### config.mk
export PLATFORM = sky130hd
export DESIGN_NAME = dual_post_wbuf
export DESIGN_NICKNAME = d
export VERILOG_FILES = /design/src/rtl/dual_post_wbuf.sv
export SDC_FILE = /design/constraint.sdc
export NUM_CORES = 1
export LEC_CHECK = 0
export BUFFER_PORTS_ARGS = -buffer_cell sky130_fd_sc_hd__clkbuf_2
export CAP_MARGIN = 20
export CORE_UTILIZATION = 55
export DETAILED_ROUTE_END_ITERATION = 7
export HOLD_SLACK_MARGIN = 0.02
export MAX_ROUTING_LAYER = met4
export PLACE_DENSITY = 0.83
export SLEW_MARGIN = 25
export SYNTH_ARGS = -nofsm -noshare
export SYNTH_HDL_FRONTEND = slang
export SYNTH_SLANG_ARGS = --single-unit
### constraint.sdc
create_clock -name clk -period 5 [get_ports clk]
set_clock_uncertainty 0.1 [all_clocks]
set_input_delay 0.25 -clock clk [delete_from_list [all_inputs] [get_ports clk]]
set_output_delay 0.25 -clock clk [all_outputs]
set_load 0.02 [all_outputs]
### src/rtl/dual_post_wbuf.sv
module dual_post_wbuf #(
  parameter int DW    = 64,
  parameter int AW    = 32,
  parameter int BEATS = 4
) (
  input  logic                clk,
  input  logic                rst_n,
  input  logic                wr_valid,
  output logic                wr_ready,
  input  logic [AW-1:0]       wr_addr,
  input  logic [DW-1:0]       wr_data,
  input  logic [DW/8-1:0]     wr_be,
  input  logic                wr_last,
  input  logic                wr_port,
  output logic [1:0]          dr_valid,
  input  logic [1:0]          dr_ready,
  output logic [2*AW-1:0]     dr_addr,
  output logic [2*DW-1:0]     dr_data,
  output logic [2*(DW/8)-1:0] dr_be,
  output logic [1:0]          dr_last
);

  localparam int BW  = DW / 8;
  localparam int IW  = (BEATS > 1) ? $clog2(BEATS) : 1;
  localparam int CW  = $clog2(BEATS + 1);
  localparam int BSH = $clog2(BW);

  typedef enum logic [1:0] {B_FREE, B_FILL, B_RDY} bst_t;

  bst_t            st   [2];
  logic [DW-1:0]   dat  [2][BEATS];
  logic [BW-1:0]   ben  [2][BEATS];
  logic [AW-1:0]   base [2];
  logic            dst  [2];
  logic [CW-1:0]   cnt  [2];
  logic [IW-1:0]   dptr [2];
  logic [IW-1:0]   fptr;
  logic            old_sel;

  logic            r_valid, r_last, r_port;
  logic [AW-1:0]   r_addr;
  logic [DW-1:0]   r_data;
  logic [BW-1:0]   r_be;

  logic            has_fill, fb, r_start, r_close, open_after;
  logic [IW-1:0]   fpos;
  logic [1:0]      nfree, psel, fire, dlast;

  always_ff @(posedge clk or negedge rst_n)
    if (!rst_n) begin
      r_valid <= 1'b0;
      r_last  <= 1'b0;
      r_port  <= 1'b0;
      r_addr  <= '0;
      r_data  <= '0;
      r_be    <= '0;
    end else begin
      r_valid <= wr_valid && wr_ready;
      r_last  <= wr_last;
      r_port  <= wr_port;
      r_addr  <= wr_addr;
      r_data  <= wr_data;
      r_be    <= wr_be;
    end

  assign has_fill   = (st[0] == B_FILL) || (st[1] == B_FILL);
  assign fb         = has_fill ? (st[1] == B_FILL) : (st[0] != B_FREE);
  assign fpos       = has_fill ? fptr : '0;
  assign r_start    = r_valid && !has_fill;
  assign r_close    = r_valid && (r_last || fpos == IW'(BEATS - 1));
  assign nfree      = 2'(st[0] == B_FREE) + 2'(st[1] == B_FREE);
  assign open_after = (has_fill || r_valid) && !r_close;
  assign wr_ready   = open_after || (nfree > {1'b0, r_start});

  genvar p;
  for (p = 0; p < 2; p++) begin : g_port
    logic [1:0] cand;
    assign cand = {st[1] == B_RDY && dst[1] == 1'(p),
                   st[0] == B_RDY && dst[0] == 1'(p)};
    assign psel[p]               = (&cand) ? old_sel : cand[1];
    assign dr_valid[p]           = |cand;
    assign fire[p]               = dr_valid[p] && dr_ready[p];
    assign dlast[p]              = (CW'(dptr[psel[p]]) + CW'(1)) == cnt[psel[p]];
    assign dr_last[p]            = dlast[p];
    assign dr_data[p*DW +: DW]   = dat[psel[p]][dptr[psel[p]]];
    assign dr_be[p*BW +: BW]     = ben[psel[p]][dptr[psel[p]]];
    assign dr_addr[p*AW +: AW]   = base[psel[p]] + (AW'(dptr[psel[p]]) << BSH);

    AST_DRAIN_HOLD: assert property (@(posedge clk) disable iff (!rst_n)
      dr_valid[p] && !dr_ready[p] |=> dr_valid[p] && $stable(dr_data[p*DW +: DW])
        && $stable(dr_be[p*BW +: BW]) && $stable(dr_addr[p*AW +: AW]) && $stable(dr_last[p]));
  end

  always_ff @(posedge clk)
    if (r_valid) begin
      dat[fb][fpos] <= r_data;
      ben[fb][fpos] <= r_be;
    end

  always_ff @(posedge clk or negedge rst_n)
    if (!rst_n) begin
      for (int i = 0; i < 2; i++) begin
        st[i]   <= B_FREE;
        base[i] <= '0;
        dst[i]  <= 1'b0;
        cnt[i]  <= '0;
        dptr[i] <= '0;
      end
      fptr    <= '0;
      old_sel <= 1'b0;
    end else begin
      for (int i = 0; i < 2; i++)
        for (int q = 0; q < 2; q++)
          if (fire[q] && psel[q] == 1'(i)) begin
            if (dlast[q]) begin
              st[i]   <= B_FREE;
              dptr[i] <= '0;
            end else
              dptr[i] <= dptr[i] + IW'(1);
          end
      if (r_valid) begin
        if (r_start) begin
          base[fb] <= r_addr;
          dst[fb]  <= r_port;
        end
        if (r_close) begin
          st[fb]  <= B_RDY;
          cnt[fb] <= CW'(fpos) + CW'(1);
          fptr    <= '0;
          old_sel <= (st[~fb] == B_RDY) ? ~fb : fb;
        end else begin
          st[fb]  <= B_FILL;
          fptr    <= fpos + IW'(1);
        end
      end
    end

  AST_ONE_OPEN_FILL: assert property (@(posedge clk) disable iff (!rst_n)
    !(st[0] == B_FILL && st[1] == B_FILL));
  AST_ROOM_FOR_BEAT: assert property (@(posedge clk) disable iff (!rst_n)
    r_start |-> nfree != 2'd0);
  AST_SPLIT_PORTS: assert property (@(posedge clk) disable iff (!rst_n)
    !(dr_valid == 2'b11 && psel[0] == psel[1]));
  AST_RESET_IDLE: assert property (@(posedge clk) disable iff (!rst_n)
    $rose(rst_n) |-> dr_valid == 2'b00);

endmodule

==> impl_metrics.yaml <==
status:
  status: "finished clean"
logic_synthesis:
  mappedNetlistArea_mm2: 0.0349
  synth_flop_cell: "edfxtp_1"
  syn_inst: 2553
  yosys_warnings: 0
  ys_types: 79
  ys_seq_area_frac: 0.631
  synth_area_leaders: "edfxtp_1 50%, dfrtp_1 14%, mux2_2 6.4%, mux2i_1 5.5%, mux4_2 4.6%"
  async_flop_share: 0.248
  post_synth.cell_area_avg_um2: 13.7
  synth_top_cell_by_area: "edfxtp_1"
  synth_edf_count: 576
  ys_seq_elements: 766
  syn-num-nets: 2675
  yosysTopAreaCellShare: 0.495
place:
  place_area_mm2: 0.0372
  gp_congestion: 0.908
  io_buffer_count: 323
  place_hpwl_um: 55000
  dp_cells: 3580
detailed_routing:
  routed-wl-met2_um: 48000
  routedWlPerCell_um: 25.2
  wl_met3_um: 8570
  vias: 24000
  ant_nets: 0
  wl_met1_um: 36300
  drt_iter0_markers: 2372
  dr.pass1.iters: 6
  routed_wl_um: 97100
  routed_via_density: 6.24
  top_layer_used: "met4"
  drc: 0
pwr:
  power_density_mw_per_mm2: 667
  power_switching_mw: 11.4
  power_mw: 27.4
  ir_drop_mv: 0.873
  power_frac_comb: 0.448
  p_int_mw: 16.0
  p_leak_nw: 15.3
  seqPwrFrac: 0.332
  swShare: 0.417
  clockPowerShare: 0.220
timing:
  final_max_slew_viol_count: 0
  fmax_mhz: 206
  setup_violations: 0
  rsz0062_at_grt: "yes"
  hold_violations: 0
  min_period_ps: 4870
  min_period_over_period: 0.973
  tightest_slew_ps: 1110
  relSlewSlack: 0.260
global_route:
  grt_max_degree: 145
  grt_usage: 0.308
  grt_pass1_vias: 24700
  antenna_found_initial: 4
  grt_pass1_wl_um: 144000
  overflow: 0
setup_path:
  crit_start: "st[0]"
  r2r-start: "st[2]"
  arrival_ps: 4520
  rrSetupSlack_ps: 1240
  cp_max_fo: 60
  end_kind: "output port"
  path_class: "flip-flop to output port"
  critPathLaunchType: "flip-flop"
  r2r.worst_path.cells: 10
  cp-endpoint: "dr_addr[31]"
  worstReg2RegEnd: "dptr[2]"
  crit_required_ps: 4650
job:
  drv_cap: 0
clocking:
  numCtsBuffers: 82
  clk_latency_ps: 630
  clkSinkCount: 766
  clk_pin_slew_worst_paths_ps: 60
  htreeDepth: 3
  cts_buffer_depth: 3
  cts_tree: "done"
  ctsRootBufferMaster: "clkbuf_16"
die:
  top_level_ports: 324
  dieArea_mm2: 0.0645
  initial_core_util: 0.555
  num_rows: 92
  fp.dieH_um: 254
  die_width_um: 254
  core_area_mm2: 0.0630
cells_and_area:
  fin_area_mm2: 0.0411
  area_growth_pct: 17.6
  layout_common_cells: "576 x edfxtp_1, 322 x clkbuf_2, 294 x o21ai_0"
  fin_cells: 3851
  fillers: 4349
  drive_gt1_frac: 0.268
  nets: 3054
  final_common_cell: "edfxtp_1"
worst_hold_path:
  min_path_type: "primary input to flip-flop"
-- synthesized netlist by cell type, drive strengths merged (18+ instances only) --
master	n
nand2	241
a21oi	162
edfxtp	576
clkbuf	109
buf	71
mux2	214
mux4	72
nand3	31
xor2	41
mux2i	194
xnor2	49
nor2	115
nand4	19
nor3	18
dfrtp	190
o21ai	313
-- stage by stage --
stage / setup TNS, ps / utilization / hold WS (ps) / setup WS [ps]
finish: 0 / 0.653 / 91.8 / 134
global route: -10.5 / 0.653 / 82.7 / -5.80
CTS: 0 / 0.652 / 45.2 / 56.3
detailed placement: 0 / 0.591 / 260 / 572
global placement: 0 / 0.591 / 258 / 573
floorplan: 0 / - / -146 / 837
-- registers in the layout, indices dropped and copies added, names as in the netlist, 6 cells and up --
signal,cells
r_be,8
base,64
r_data,64
dat,512
cnt,6
ben,64
r_addr,32
-- layer usage --
layer | vias to the layer above | track usage
met4 | 0 | 0.143
met2 | 1369 | 0.499
met3 | 313 | 0.0573
li1 | 10300 | -
met1 | 12000 | 0.375
met5 | - | -
-- critical path, stage by stage (launching register included) --
cell	delay, ps
dfrtp_1	480
or3b_1	570
nor2_4	330
buf_16	400
nand2_1	80
o21ai_0	90
ha_1	210
a21oi_1	100
nor2_1	390
nand3_1	180
o22ai_1	500
nand3_1	160
xor2_1	200
clkbuf_2	200
-- what timing repair did --
item,in CTS,in global routing
gates cloned,2,0
endpoints found under the setup margin,6,31
pin swaps,1,1
resized for setup,1,4
buffers inserted,0,3
hold buffers,109,0
endpoints found under the hold margin,208,0
-- power by group through the flow --
| stage | logic, mW | clock network [mW] | registers [mW] |
|---|---|---|---|
| finish | 12.3 | 6.03 | 9.09 |
| global route | 13.0 | 6.35 | 9.20 |
| CTS | 12.2 | 6.08 | 9.06 |
| detailed placement | 11.9 | 0 | 9.17 |
| global placement | 11.7 | 0 | 9.09 |
| floorplan | 8.60 | 0 | 8.53 |
-- logic make-up (layout without fill, tap and decap cells) --
group	Yosys count	after routing	synth area share
AOI/OAI and AO/OA	521	521	0.0802
xor gates and xnor gates	90	90	0.0226
adders and majority gates	13	13	0.00494
buffers and inverters	194	640	0.0263
DFF	766	766	0.631
muxes	480	480	0.171
other	0	5	0
and+or+nand+nor	489	490	0.0634
-- cell type report --
type / count / area [um2] / area share
well taps: 846 / 1060 / 0.0258
diodes: 5 / 12.5 / 0.000305
multi-input cells: 1594 / 12100 / 0.293
clock buffers: 107 / 2250 / 0.0547
clock inverters: 45 / 425 / 0.0104
inverters: 14 / 55.1 / 0.00134
repair buffers: 474 / 3170 / 0.0771
flip-flops and latches: 766 / 22100 / 0.537
-- worst min-delay path by stage --
stage,cells past startpoint,slack (ps),start,to
floorplan,0,-150,rst_n,base[0]
global route,4,80,dr_ready[0],dptr[2]
CTS,4,50,dr_ready[0],dptr[2]
detailed placement,1,260,wr_data[24],r_data[24]
finish,4,90,dr_ready[0],dptr[2]
global placement,1,260,wr_data[59],r_data[59]
No activity file was read; power rests on OpenSTA's default activity.
